===== config.mk =====
export PLATFORM = sky130hd
export DESIGN_NAME = wdt_keyed
export DESIGN_NICKNAME = d
export VERILOG_FILES = /design/src/rtl/wdt_pkg.sv /design/src/rtl/wdt_regs.sv /design/src/rtl/wdt_service.sv /design/src/rtl/wdt_core.sv /design/src/rtl/wdt_keyed.sv
export SDC_FILE = /design/constraint.sdc
export NUM_CORES = 1
export LEC_CHECK = 0
export BUFFER_PORTS_ARGS = -buffer_cell sky130_fd_sc_hd__buf_2
export CAP_MARGIN = 20
export CORE_MARGIN = 1.5
export CORE_UTILIZATION = 43
export CTS_BUF_LIST = sky130_fd_sc_hd__clkbuf_4
export CTS_CLUSTER_DIAMETER = 30
export CTS_CLUSTER_SIZE = 12
export DETAILED_ROUTE_END_ITERATION = 6
export GPL_TIMING_DRIVEN = 0
export PLACE_DENSITY_LB_ADDON = 0.25
export SETUP_SLACK_MARGIN = 0.02
export SYNTH_ARGS = -nofsm -noshare
export SYNTH_HDL_FRONTEND = slang
export SYNTH_SLANG_ARGS = --single-unit

===== constraint.sdc =====
create_clock -name clk -period 2.53 [get_ports clk]
set_input_delay 0.506 -clock clk [delete_from_list [all_inputs] [get_ports clk]]
set_output_delay 0.506 -clock clk [all_outputs]
set_load 0.05 [all_outputs]

===== src/rtl/wdt_pkg.sv =====
package wdt_pkg;
    typedef enum logic [2:0] {
        RA_CTRL    = 3'd0,
        RA_TIMEOUT = 3'd1,
        RA_WINDOW  = 3'd2,
        RA_SERVICE = 3'd3,
        RA_UNLOCK  = 3'd4,
        RA_STATUS  = 3'd5,
        RA_COUNT   = 3'd6,
        RA_SPARE   = 3'd7
    } reg_addr_e;

    localparam logic [15:0] SVC_KEY_FIRST  = 16'hA602;
    localparam logic [15:0] SVC_KEY_SECOND = 16'hB480;
    localparam logic [15:0] CFG_UNLOCK_KEY = 16'hC3D2;

    typedef enum logic [1:0] {W_RUN, W_WARNED, W_FIRE} wd_state_e;
    typedef enum logic {SVC_IDLE, SVC_HALF} svc_state_e;
    typedef enum logic {CFG_SEALED, CFG_OPEN} cfg_state_e;
endpackage


===== src/rtl/wdt_regs.sv =====
module wdt_regs
    import wdt_pkg::*;
#(
    parameter int CNT_W      = 16,
    parameter int DATA_W     = 32,
    parameter bit WRITE_ONCE = 1'b0
) (
    input  logic              clk,
    input  logic              rst_n,
    input  logic              wr_en,
    input  reg_addr_e         addr,
    input  logic [DATA_W-1:0] wdata,
    output logic [CNT_W-1:0]  timeout_q,
    output logic [CNT_W-1:0]  window_q,
    output logic              irq_mode,
    output logic              cfg_open,
    output logic              acc_err,
    output logic              clr_flag
);
    localparam cfg_state_e CFG_RESET = WRITE_ONCE ? CFG_OPEN : CFG_SEALED;
    localparam logic [DATA_W-1:0] UNLOCK_WORD = DATA_W'(CFG_UNLOCK_KEY);

    cfg_state_e state_q, state_d;
    logic cfg_write, unlock_write, good_unlock, refused;

    always_comb begin
        cfg_write    = wr_en && (addr == RA_CTRL || addr == RA_TIMEOUT || addr == RA_WINDOW);
        unlock_write = wr_en && (addr == RA_UNLOCK);
        good_unlock  = unlock_write && !WRITE_ONCE && (wdata == UNLOCK_WORD);
        refused      = (cfg_write && state_q == CFG_SEALED) ||
                       (unlock_write && !good_unlock);
        clr_flag     = wr_en && (addr == RA_STATUS) && wdata[0];
    end

    // Lock state register
    always_ff @(posedge clk or negedge rst_n) begin
        if (!rst_n) state_q <= CFG_RESET;
        else        state_q <= state_d;
    end

    // Lock transitions: open, consume
    always_comb begin
        state_d = state_q;
        unique case (state_q)
            CFG_SEALED: if (good_unlock) state_d = CFG_OPEN;
            CFG_OPEN:   if (cfg_write)   state_d = CFG_SEALED;
            default:    state_d = CFG_SEALED;
        endcase
    end

    always_ff @(posedge clk or negedge rst_n) begin
        if (!rst_n) begin
            timeout_q <= '1;
            window_q  <= '0;
            irq_mode  <= 1'b0;
            acc_err   <= 1'b0;
        end else begin
            if (cfg_write && state_q == CFG_OPEN) begin
                unique case (addr)
                    RA_CTRL:    irq_mode  <= wdata[0];
                    RA_TIMEOUT: timeout_q <= wdata[CNT_W-1:0];
                    RA_WINDOW:  window_q  <= wdata[CNT_W-1:0];
                    default:    ;
                endcase
            end
            if (refused)
                acc_err <= 1'b1;
            else if (wr_en && addr == RA_STATUS && wdata[1])
                acc_err <= 1'b0;
        end
    end

    always_comb cfg_open = (state_q == CFG_OPEN);
endmodule


===== src/rtl/wdt_service.sv =====
module wdt_service
    import wdt_pkg::*;
#(
    parameter int CNT_W  = 16,
    parameter int DATA_W = 32
) (
    input  logic              clk,
    input  logic              rst_n,
    input  logic              svc_write,
    input  logic [DATA_W-1:0] wdata,
    input  logic [CNT_W-1:0]  elapsed,
    input  logic [CNT_W-1:0]  window_q,
    output logic              svc_ok,
    output logic              svc_bad
);
    localparam logic [DATA_W-1:0] FIRST_WORD  = DATA_W'(SVC_KEY_FIRST);
    localparam logic [DATA_W-1:0] SECOND_WORD = DATA_W'(SVC_KEY_SECOND);

    svc_state_e state_q, state_d;
    logic window_open;

    always_comb window_open = (elapsed >= window_q);

    // Service state register
    always_ff @(posedge clk or negedge rst_n) begin
        if (!rst_n) state_q <= SVC_IDLE;
        else        state_q <= state_d;
    end

    // Transitions: arm, complete, reject
    always_comb begin
        state_d = state_q;
        unique case (state_q)
            SVC_IDLE: if (svc_write && wdata == FIRST_WORD) state_d = SVC_HALF;
            SVC_HALF: if (svc_write)                        state_d = SVC_IDLE;
            default:  state_d = SVC_IDLE;
        endcase
    end

    // Outputs per accepted or rejected write
    always_comb begin
        svc_ok  = 1'b0;
        svc_bad = 1'b0;
        unique case (state_q)
            SVC_IDLE: svc_bad = svc_write && (wdata != FIRST_WORD);
            SVC_HALF: begin
                svc_ok  = svc_write && (wdata == SECOND_WORD) && window_open;
                svc_bad = svc_write && !((wdata == SECOND_WORD) && window_open);
            end
            default: ;
        endcase
    end
endmodule


===== src/rtl/wdt_core.sv =====
module wdt_core
    import wdt_pkg::*;
#(
    parameter int CNT_W = 16
) (
    input  logic             clk,
    input  logic             rst_n,
    input  logic [CNT_W-1:0] timeout_q,
    input  logic             irq_mode,
    input  logic             svc_ok,
    input  logic             svc_bad,
    input  logic             clr_flag,
    output logic [CNT_W-1:0] elapsed,
    output logic             fault,
    output logic             irq,
    output logic             rst_req
);
    wd_state_e state_q, state_d;
    logic expired;

    always_comb begin
        expired = (elapsed >= timeout_q);
        fault   = expired || svc_bad;
    end

    always_ff @(posedge clk or negedge rst_n) begin
        if (!rst_n)                elapsed <= '0;
        else if (fault || svc_ok)  elapsed <= '0;
        else                       elapsed <= elapsed + 1'b1;
    end

    // Action state register
    always_ff @(posedge clk or negedge rst_n) begin
        if (!rst_n) state_q <= W_RUN;
        else        state_q <= state_d;
    end

    // Transitions: warn, escalate, acknowledge, release
    always_comb begin
        state_d = state_q;
        unique case (state_q)
            W_RUN:    if (fault) state_d = irq_mode ? W_WARNED : W_FIRE;
            W_WARNED: begin
                if (fault)         state_d = W_FIRE;
                else if (clr_flag) state_d = W_RUN;
            end
            W_FIRE:   state_d = W_RUN;
            default:  state_d = W_RUN;
        endcase
    end

    // Outputs decoded from state
    always_comb begin
        irq     = (state_q == W_WARNED);
        rst_req = (state_q == W_FIRE);
    end
endmodule


===== src/rtl/wdt_keyed.sv =====
module wdt_keyed
    import wdt_pkg::*;
#(
    parameter int CNT_W      = 16,
    parameter int DATA_W     = 32,
    parameter bit WRITE_ONCE = 1'b0
) (
    input  logic              clk,
    input  logic              rst_n,
    input  logic [2:0]        bus_addr,
    input  logic [DATA_W-1:0] bus_wdata,
    input  logic              bus_wr,
    output logic [DATA_W-1:0] bus_rdata,
    output logic              rst_req,
    output logic              irq
);
    localparam int PAD_W = DATA_W - CNT_W;

    reg_addr_e        addr;
    logic [CNT_W-1:0] timeout_q, window_q, elapsed;
    logic             irq_mode, cfg_open, acc_err, clr_flag;
    logic             svc_ok, svc_bad, fault;

    always_comb addr = reg_addr_e'(bus_addr);

    wdt_regs #(.CNT_W(CNT_W), .DATA_W(DATA_W), .WRITE_ONCE(WRITE_ONCE)) u_regs (
        .clk(clk), .rst_n(rst_n), .wr_en(bus_wr), .addr(addr), .wdata(bus_wdata),
        .timeout_q(timeout_q), .window_q(window_q), .irq_mode(irq_mode),
        .cfg_open(cfg_open), .acc_err(acc_err), .clr_flag(clr_flag)
    );

    wdt_service #(.CNT_W(CNT_W), .DATA_W(DATA_W)) u_service (
        .clk(clk), .rst_n(rst_n), .svc_write(bus_wr && addr == RA_SERVICE),
        .wdata(bus_wdata), .elapsed(elapsed), .window_q(window_q),
        .svc_ok(svc_ok), .svc_bad(svc_bad)
    );

    wdt_core #(.CNT_W(CNT_W)) u_core (
        .clk(clk), .rst_n(rst_n), .timeout_q(timeout_q), .irq_mode(irq_mode),
        .svc_ok(svc_ok), .svc_bad(svc_bad), .clr_flag(clr_flag),
        .elapsed(elapsed), .fault(fault), .irq(irq), .rst_req(rst_req)
    );

    always_comb begin
        bus_rdata = '0;
        unique case (addr)
            RA_CTRL:    bus_rdata = {{(DATA_W-1){1'b0}}, irq_mode};
            RA_TIMEOUT: bus_rdata = {{PAD_W{1'b0}}, timeout_q};
            RA_WINDOW:  bus_rdata = {{PAD_W{1'b0}}, window_q};
            RA_STATUS:  bus_rdata = {{(DATA_W-3){1'b0}}, cfg_open, acc_err, irq};
            RA_COUNT:   bus_rdata = {{PAD_W{1'b0}}, elapsed};
            default:    bus_rdata = '0;
        endcase
    end
endmodule


# Yosys cells after proc, flatten, opt, wreduce, memory -nomap -nowiden
# Index checks and enable logic that the tools add are counted.
[word_totals]
in_bits = 38
wordCells = 74
output_inout_bits = 34
ff_bits = 54
[classes]
n_eq_ne = 14
n_bitwise = 2
reduce_logical = 30
addsub = 1
n_mux = 17
order_cmp = 2
[ops]
columns = ["op", "count"]
rows = [
  ["$eq A32 B16 Y1 const B", 3],
  ["$pmux W16 S5", 1],
  ["$ge A16 B16 Y1", 2],
  ["$ne A32 B16 Y1 const B", 1],
  ["$add A16 B1 Y16 const B", 1],
  ["$logic_and A1 B1 Y1", 16],
  ["$mux W16", 1],
  ["$eq A3 B3 Y1 const B", 3],
  ["$mux W2", 4],
  ["$reduce_and A2 Y1", 4],
  ["$mux W1", 7],
  ["$eq A3 B2 Y1 const B", 2],
  ["$pmux W1 S2", 3],
  ["$logic_or A1 B1 Y1", 5],
  ["$pmux W2 S2", 1],
  ["$eq A3 B1 Y1 const B", 1],
  ["$logic_not A3 Y1", 1],
  ["$ne A3 B1 Y1 const B", 1],
  ["$eq A2 B1 Y1 const B", 1],
  ["$eq A2 B2 Y1 const B", 1],
  ["$logic_not A1 Y1", 2],
  ["$logic_not A2 Y1", 1],
  ["$ne A2 B1 Y1 const B", 1],
  ["$not A1 Y1", 2],
  ["$reduce_bool A2 Y1", 1],
]

# Logic depth before layout (Yosys ltp)
# Gate-level depths: netlist (run 1).
[logic_depth]
ltp_word = 8
mapped_depth = 9
mapped_depth_nobuf = 8

# By module
# Synthesis (run 1) repeated with hierarchy kept, for this count alone.
[hier_totals]
cells_unflattened = 373
hier_area_um2 = 3844.9
[by_module_without_submodules]
columns = ["mod", "n_inst", "cells_each", "area_per_inst_um2", "seq_area_each_um2"]
rows = [
  ["wdt_regs", 1, 96, 1507.7, 895.9],
  ["wdt_core", 1, 137, 1257.5, 450.4],
  ["wdt_service", 1, 73, 560.5, 25.0],
  ["wdt_keyed", 1, 67, 519.2, 0.0],
]

# Worst setup path before layout (run 1)
# Ideal clock, no wire load.
[synth_timing]
kind = "input to output"
startpoint = "in bus_addr[1]"
endpoint = "out bus_rdata[10]"
slack_ns = -0.435
stages = 6
n_path_buf = 3
arrival_ns = 2.459
cell_sequence = "buf_2 -> nor2b_1 -> buf_2 -> buf_1 -> a22oi_1 -> o21ai_0"
[synth_via]
elab_chain_len = 2
word_cells_on_any_way = 6
classes_between = "4 x eq/ne; 1 x mux; 1 x reduce/logical"
[synth_lines]
columns = ["element", "line_no", "text"]
rows = [
  ["start: declaration", "wdt_keyed.sv:10", "input logic [2:0] bus_addr,"],
  ["$eq A3 B3 Y1, or another cell as far along", "wdt_keyed.sv:46", "unique case (addr)"],
  ["$pmux W16 S5 *", "wdt_keyed.sv:46", ""],
  ["end: declaration", "wdt_keyed.sv:13", "output logic [DATA_W-1:0] bus_rdata,"],
]
# Mark *: on every way between the ends. The rest lies on a longest branch, timed or not.

# Worst setup path after layout (run 1)
[layout_timing]
startpoint = "in bus_addr[1]"
endpoint = "out bus_rdata[14]"
# The elaborated chain is that of the path after synthesis.

==> results_dict.tcl, run 1 <==
set metrics [dict create \
    h-tree-depth 2 \
    peakVddDrop_v 0.000213 \
    grt_max_degree 29 \
    place_ws_ps -296 \
    finalCriticalPeriod_ps 2500 \
    die_w_um 95.5 \
    die_area_mm2 0.00912 \
    grt_pass1_vias 3184 \
    die_h_um 95.5 \
    postSynth.asyncResetShare_pct 100 \
    final_nets 570 \
    via_per_inst 5.55 \
    hold_viol 0 \
    n_antenna_cell 0 \
    clock_latency_ps 390 \
    synth.most_common_cell "nand2_1" \
    num_vias 3360 \
    synth_seq_cells 54 \
    skew_ps 26.1 \
    hold_path_class "in2async" \
    clock.fmax_mhz 400 \
    drt_iter0_drc 188 \
    leakage_nw 2.20 \
    synth_edf_count 0 \
    end_kind "output port" \
    place_congestion 0.871 \
    antenna_found_initial 0 \
    worstMarginPinSlew_ps 632 \
    cts_num_sinks 54 \
    finalCoreUtilization_pct 52.0 \
    synthTopCellsByArea "dfrtp_1 26%, dfstp_2 11%, ha_1 11%" \
    fin_tns_setup_ps 0 \
    cp.arrival_ps 1990 \
    cp-start-kind "input port" \
    root_buffer "clkbuf_4" \
    grt-ovfl-total 0 \
    post_cts_buffers 0 \
    cp_max_fo 10 \
    outcome "finished clean" \
    cts_tree "built" \
    post_synth_num_cell_types 54 \
    drt-total-wl_mm 10.5 \
    portBuffers 53 \
    crit_required_ps 2020 \
    fin_crit_sh_pct 98.8 \
    hold_buffers 0 \
    p_per_area_mw_per_mm2 447 \
    synth_area_leader_cell "dfrtp_1" \
    dp_hpwl_mm 7.87 \
    yosysSeqAreaShare_pct 37.3 \
    setup_viol_count_final 0 \
    core_area_mm2 0.00826 \
    antenna_left 0 \
    fin_ws_ps 30.1 \
    dr.pass1.iters 4 \
    track_usage_pct 24.1 \
    drv_slew 0 \
    regArea_mm2 0.00137 \
    total_power_mw 1.92 \
    start_util_pct 44.6 \
    yosysWarnings 0 \
    cts_buffers 5 \
    grt_pass1_wl_mm 16.3 \
    syn_area_per_cell_um2 8.70 \
    synthCells 423 \
    fillers 813 \
    drc_errors 0 \
    relSlewSlack_pct 57.8 \
    cts.clk_slew.worst_paths_ps 170 \
    netlist_top_cells_count "59 x nand2_1, 52 x o21ai_0, 38 x dfrtp_1" \
    drive_gt1_share_pct 26.8 \
    ios 72 \
    yosys_most_used_dff "dfrtp_1" \
    clockBufferDepth 2 \
    finalHoldWorstSlack_ps 102 \
    setup.worst_path.class "in2out" \
    synth_top_area_share_pct 25.8 \
    syn_area_mm2 0.00368 \
    cap_violations 0 \
    wl_per_cell_um 17.3 \
    multi_input_area_mm2 0.00209 \
    rows 33 \
    area_delta_synth_final_pct 16.8 \
]
[registers in the layout, summed over array words and instances (netlist names)]
register	count
u_core.elapsed	16
u_service.state_q	1
u_regs.window_q	16
u_regs.cfg_open	1
u_regs.acc_err	1
u_regs.irq_mode	1
u_regs.timeout_q	16
u_core.state_q	2
[cell families after synthesis]
family | synth area share [%]
XOR/XNOR | 3.33
other | 0.102
multiplexers | 1.77
AO/OA/AOI/OAI | 18.0
buffers and inverters | 9.01
AND/OR/NAND/NOR | 19.3
flip-flops | 37.3
adder cells (fa/ha/maj) | 11.2
[area by class of cell]
| class | count | share of cell area, % |
|---|---|---|
| plain buffers | 34 | 5.09 |
| clock buffers | 6 | 1.05 |
| clock inverters | 2 | 0.204 |
| inverters | 34 | 2.97 |
| multi-input cells | 316 | 48.5 |
| flip-flops and latches | 54 | 31.9 |
| well taps | 105 | 3.06 |
| repair buffers | 54 | 7.16 |
[report_power, final]
part,switching (mW),leakage (nW),internal (mW)
Clock,0.285,0.0331,0.116
Combinational,0.328,1.56,0.190
Sequential,0.0897,0.607,0.914
Total,0.702,2.20,1.22
[timing repair]
| action | 4_1_cts | 5_1_grt |
|---|---|---|
| pin swaps | 0 | 3 |
| setup endpoints to repair | 12 | 22 |
| resized for setup | 6 | 17 |
| cloned | 0 | 0 |
[final timing paths]
path	slack, ps	cells past startpoint	startpoint	endpoint
setup / recovery	30	8	bus_addr[1]	bus_rdata[14]
hold / removal	100	1	rst_n	u_core.elapsed[10]
setup reg to reg	170	8	u_core.elapsed[0]	u_core.state_q[1]
hold reg to reg	500	1	u_core.state_q[1]	u_core.state_q[1]
max in group asynchronous	1750	2	rst_n	u_regs.timeout_q[1]
min in group clk	340	3	bus_wdata[15]	u_regs.timeout_q[15]
[worst max-delay path, cell delays in order]
cell,delay (ps)
buf_2,160
nor2b_1,170
clkbuf_4,240
and2_1,230
clkbuf_4,270
nand2_1,90
o21ai_2,60
buf_2,270
[cell usage in the layout (no fill, tap or decap), drive strengths merged, types with 2 or more instances in the layout]
cell type,instances
buf,70
nand2,60
o21ai,52
dfrtp,38
inv,34
ha,33
nor2,25
clkbuf,24
nand3,16
conb,16
dfstp,16
a22oi,15
a21oi,12
xor2,9
nand4,7
and3,7
nor4,7
a211oi,6
xnor2,5
nor2b,4
mux2,4
o211ai,3
a221oi,3
and2,2
nand3b,2
o21a,2
a31o,2
mux2i,2
a31oi,2
nand2b,2
a21o,2
clkinv,2
[per-stage QoR]
step,instance area (um^2),instances
final,4300,605
after global routing,4300,605
after CTS,4260,605
after detailed placement,4190,597
after global placement,4170,596
after floorplan,3780,438
[metal layers]
metal | routed length, um | GRT usage (%) | part of all wire [%]
met1 | 4700 | 32.8 | 45
met2 | 4930 | 39.3 | 47
met3 | 588 | 4.07 | 5.6
met4 | 238 | 6.99 | 2.3
met5 | 0 | 0 | 0
No activity file was read; power rests on OpenSTA's default activity.
==> run 2, diff against run 1 <==
--- a/config.mk
+++ b/config.mk
@@ -7,5 +7,5 @@
 export LEC_CHECK = 0
-export BUFFER_PORTS_ARGS = -buffer_cell sky130_fd_sc_hd__buf_2
+export BUFFER_PORTS_ARGS = -buffer_cell sky130_fd_sc_hd__clkbuf_2
 export CAP_MARGIN = 20
-export CORE_MARGIN = 1.5
+export CORE_MARGIN = 3
 export CORE_UTILIZATION = 43
--- a/constraint.sdc
+++ b/constraint.sdc
@@ -3,2 +3,2 @@
 set_output_delay 0.506 -clock clk [all_outputs]
-set_load 0.05 [all_outputs]
+set_load 0.02 [all_outputs]
==> run 2 against run 1 <==
- cell count fell by 0.17%
- routed wire length fell by 1.2%
- largest power group unchanged
- combinational power fell by 18%
- utilization fell by 0.91 points
- sequential power barely moved
- clock-buffer cell count did not move
==> results_dict.tcl, run 2 (synthesis results as in run 1) <==
set metrics [dict create \
    outcome "finished clean" \
    clockBufferDepth 2 \
    cts.clk_slew.worst_paths_ps 160 \
    drt_iter0_drc 207 \
    cp.arrival_ps 1870 \
    reg.largest.list "u_core.elapsed x16, u_regs.timeout_q x16, u_regs.window_q x16" \
    crit_required_ps 2020 \
    track_usage_pct 21.7 \
    drv_slew 0 \
    hold_path_class "in2async" \
    finalHoldWorstSlack_ps 98.9 \
    grt_setup_unrepaired "no" \
    n_antenna_cell 0 \
    h-tree-depth 2 \
    worstMarginPinSlew_ps 708 \
    clock_latency_ps 380 \
    num_vias 3308 \
    antenna_found_initial 0 \
    cpMostUsedCell "buf_2" \
    worstPathCellList "buf_2 > nor2b_1 > clkbuf_4 > buf_2 > a22oi_1 > o21ai_0 > clkbuf_2" \
    hold_buffers 0 \
    layout_commonest_cell "nand2_1" \
    wl_per_cell_um 17.1 \
    slowest_stage "buf_2" \
    final_nets 569 \
    portBuffers 53 \
    core_area_mm2 0.00826 \
    skew_ps 16.2 \
    post_cts_buffers 0 \
    fin_ws_ps 150 \
    area_delta_synth_final_pct 14.8 \
    drive_gt1_share_pct 24.2 \
    fin_crit_sh_pct 94.1 \
    die_area_mm2 0.00970 \
    die_w_um 98.5 \
    dr.pass1.iters 5 \
    grt-ovfl-total 0 \
    peakVddDrop_v 0.000240 \
    relSlewSlack_pct 52.8 \
    clock.fmax_mhz 420 \
    setup_viol_count_final 0 \
    drc_errors 0 \
    finalCriticalPeriod_ps 2380 \
    cap_violations 0 \
    grt_pass1_wl_mm 16.8 \
    ios 72 \
    die_h_um 98.5 \
    p_per_area_mw_per_mm2 431 \
    fillers 847 \
    leakage_nw 2.18 \
    end_kind "output port" \
    dp_hpwl_mm 7.83 \
    mostFrequentLayoutCells "59 x nand2_1, 53 x clkbuf_2, 51 x o21ai_0" \
    grt_pass1_vias 3338 \
    start_util_pct 44.6 \
    place_ws_ps -213 \
    cp_max_fo 10 \
    multi_input_area_mm2 0.00205 \
    cts_num_sinks 54 \
    root_buffer "clkbuf_4" \
    cp-start-kind "input port" \
    fin_tns_setup_ps 0 \
    regArea_mm2 0.00137 \
    via_per_inst 5.48 \
    grt_max_degree 33 \
    place_congestion 0.894 \
    setup.worst_path.class "in2out" \
    antenna_left 0 \
    hold_viol 0 \
    rows 33 \
    drt-total-wl_mm 10.3 \
    cts_buffers 5 \
    cts_tree "built" \
    critPathMaxStageDelay_ps 290 \
]
[run 2: area by class of cell]
class                           instances  share of cell area [%]
Timing Repair Buffer                   54                    6.76
Clock inverter                          2                   0.207
Sequential cell                        54                    32.5
Clock buffer                            6                    1.07
Tap cell                              105                    3.11
Inverter                               34                    3.02
Multi-Input combinational cell        316                    48.4
Buffer                                 33                    4.92
[run 2: layer usage]
metal / up-vias / share of wire, % / track usage (%)
met3: 12 / 7.1 / 3.96
met5: - / 0 / 0
met1: 1590 / 44 / 29.2
li1: 1608 / - / -
met4: 0 / 1.2 / 5.57
met2: 98 / 48 / 36.3
[run 2: power by group]
part	switching, mW	internal, mW	leakage [nW]
Combinational	0.248	0.176	1.54
Clock	0.281	0.116	0.0331
Sequential	0.0851	0.913	0.608
[run 2: worst paths after layout]
check,startpoint,to,slack (ps),cells past startpoint
max,bus_addr[1],bus_rdata[9],150,7
min,rst_n,u_regs.window_q[7],100,1
max reg2reg,u_regs.timeout_q[11],u_core.elapsed[10],170,9
min reg2reg,u_core.state_q[1],u_core.state_q[1],490,1
max in group asynchronous,rst_n,u_regs.timeout_q[0],1760,2
min in group clk,bus_wdata[15],u_regs.timeout_q[15],350,3
[run 2: critical path: cells and delay by family]
kind,cells,cell delay (ps)
AND/OR/NAND/NOR,1,150
buffers and inverters,4,880
AO/OA/AOI/OAI,2,340
[run 2: timing repair]
action                                 4_1_cts  5_1_grt
resized for setup                            2        6
setup endpoints to repair                   12       21
endpoints found under the hold margin        0        0
pin swaps                                    0        2
[run 2: stage by stage]
step	util [%]	area, um^2	std cells	power, mW
floorplan	-	3740	438	1.26
global route	51.1	4220	604	1.93
global placement	50.0	4130	596	1.41
detailed placement	50.3	4150	597	1.43
CTS	50.9	4210	604	1.83
finish	51.1	4220	604	1.82
==> run 3, diff against run 2 <==
Settings changed: PLACE_DENSITY set to 0.64, PLACE_DENSITY_LB_ADDON 0.25 to unset.
==> run 3 against run 2 <==
- critical path depth rose by 2
- global-route usage rose by 0.22 points
- routed wire length rose by 1.1%
- clock skew rose by 0.68 ps
- setup slack improved by 3.1 ps
- utilization fell by 0.33 points
- die area did not move
- cell count fell by 0.17%
- critical endpoint is now u_core.elapsed[6]
==> results_dict.tcl, run 3 (synthesis results as in run 1) <==
set metrics [dict create \
    outcome "finished clean" \
    grt_pass1_vias 3277 \
    cts_num_sinks 54 \
    die_area_mm2 0.00970 \
    dp_hpwl_mm 7.81 \
    drc_errors 0 \
    total_power_mw 1.83 \
    clock_latency_ps 390 \
    finalCoreUtilization_pct 50.8 \
    track_usage_pct 22.0 \
    rr_endpoint "u_core.elapsed[6]" \
    place_congestion 0.868 \
    peakVddDrop_v 0.000213 \
    hold_viol 0 \
    cp.arrival_ps 2700 \
    dpl_cell_area_mm2 0.00414 \
    core_area_mm2 0.00826 \
    ff2ff_path_depth 9 \
    fin_ws_ps 153 \
    post_cts_buffers 0 \
    clock.fmax_mhz 421 \
    drt-total-wl_mm 10.4 \
    root_buffer "clkbuf_4" \
    multi_input_area_mm2 0.00203 \
    cp_max_fo 10 \
    hold_path_class "in2async" \
    antenna_left 0 \
    finalCriticalPeriod_ps 2380 \
    num_vias 3309 \
    setup.worst_path.class "reg2reg" \
    portBuffers 53 \
    regArea_mm2 0.00137 \
    grt_pass1_wl_mm 16.8 \
    grt_max_degree 55 \
    clockBufferDepth 2 \
    skew_ps 16.9 \
    layout_commonest_cell "nand2_1" \
    stdcell_area_mm2 0.00420 \
    via_per_inst 5.49 \
    drt_iter0_drc 221 \
    die_w_um 98.5 \
    h-tree-depth 2 \
    dr.pass1.iters 5 \
    area_delta_synth_final_pct 14.0 \
    fin_crit_sh_pct 93.9 \
    mostFrequentLayoutCells "59 x nand2_1, 52 x o21ai_0, 52 x clkbuf_2" \
    cp-start-kind "register" \
    setup_viol_count_final 0 \
    finalHoldWorstSlack_ps 193 \
    final_nets 568 \
    cap_violations 0 \
    cts.clk_slew.worst_paths_ps 170 \
    relSlewSlack_pct 48.6 \
    cts_buffers 5 \
    grt-ovfl-total 0 \
    layout.cells.non_filler 603 \
    grt_setup_unrepaired "no" \
    reg.largest.list "u_core.elapsed x16, u_regs.timeout_q x16, u_regs.window_q x16" \
    worstMarginPinSlew_ps 772 \
    reg2reg_setup_slack_ps 150 \
    place_ws_ps -232 \
    fillers 811 \
    drive_gt1_share_pct 24.1 \
    n_antenna_cell 0 \
    die_h_um 98.5 \
    cts_tree "built" \
    end_kind "register" \
    wl_per_cell_um 17.3 \
    p_per_area_mw_per_mm2 435 \
    antenna_found_initial 0 \
    r2r_start "u_regs.timeout_q[11]" \
    crit_required_ps 2860 \
    drv_slew 0 \
    leakage_nw 2.17 \
    ios 72 \
    dp_cells 596 \
    rows 33 \
    start_util_pct 44.6 \
    fin_tns_setup_ps 0 \
]
run 3: layout make-up:
class / instances / area share, %
Sequential cell: 54 / 32.7
Tap cell: 105 / 3.13
Clock buffer: 6 / 1.07
Clock inverter: 2 / 0.209
Multi-Input combinational cell: 316 / 48.5
Timing Repair Buffer: 53 / 6.38
Inverter: 34 / 3.04
Buffer: 33 / 5.01
run 3: layer usage:
layer	routed length [um]	up-vias	share of wire (%)	global-route usage (%)
met1	4660	1583	45	31.1
met5	0	-	0	0
li1	-	1602	-	-
met3	644	12	6.2	2.90
met2	5010	112	48	35.4
met4	122	0	1.2	6.09
run 3: where the power goes:
group / switching, mW / internal (mW) / total [mW]
registers: 0.0862 / 0.913 / 1.00
logic: 0.245 / 0.174 / 0.419
clock network: 0.291 / 0.116 / 0.407
run 3: worst max path at each step:
stage / from / end
floorplan: bus_addr[1] / bus_rdata[10]
global placement: bus_addr[1] / bus_rdata[7]
detailed placement: bus_addr[1] / bus_rdata[7]
CTS: bus_addr[1] / bus_rdata[7]
global route: bus_addr[1] / bus_rdata[12]
finish: u_regs.timeout_q[11] / u_core.elapsed[6]
run 3: worst max-delay path, cell delays in order (launching register included):
cell and delay (ps):
dfstp_2 560, inv_1 50, ha_1 340, a211oi_2 260, nand2_1 120, a2111oi_2 380, a21o_2 260, nand2_4 100
buf_6 160, nor2_1 100
run 3: timing repair:
| action | CTS | global route |
|---|---|---|
| pin swaps | 0 | 2 |
| gates cloned | 0 | 0 |
| setup endpoints to repair | 12 | 22 |
| hold buffers | 0 | 0 |
| gates resized for setup | 2 | 5 |
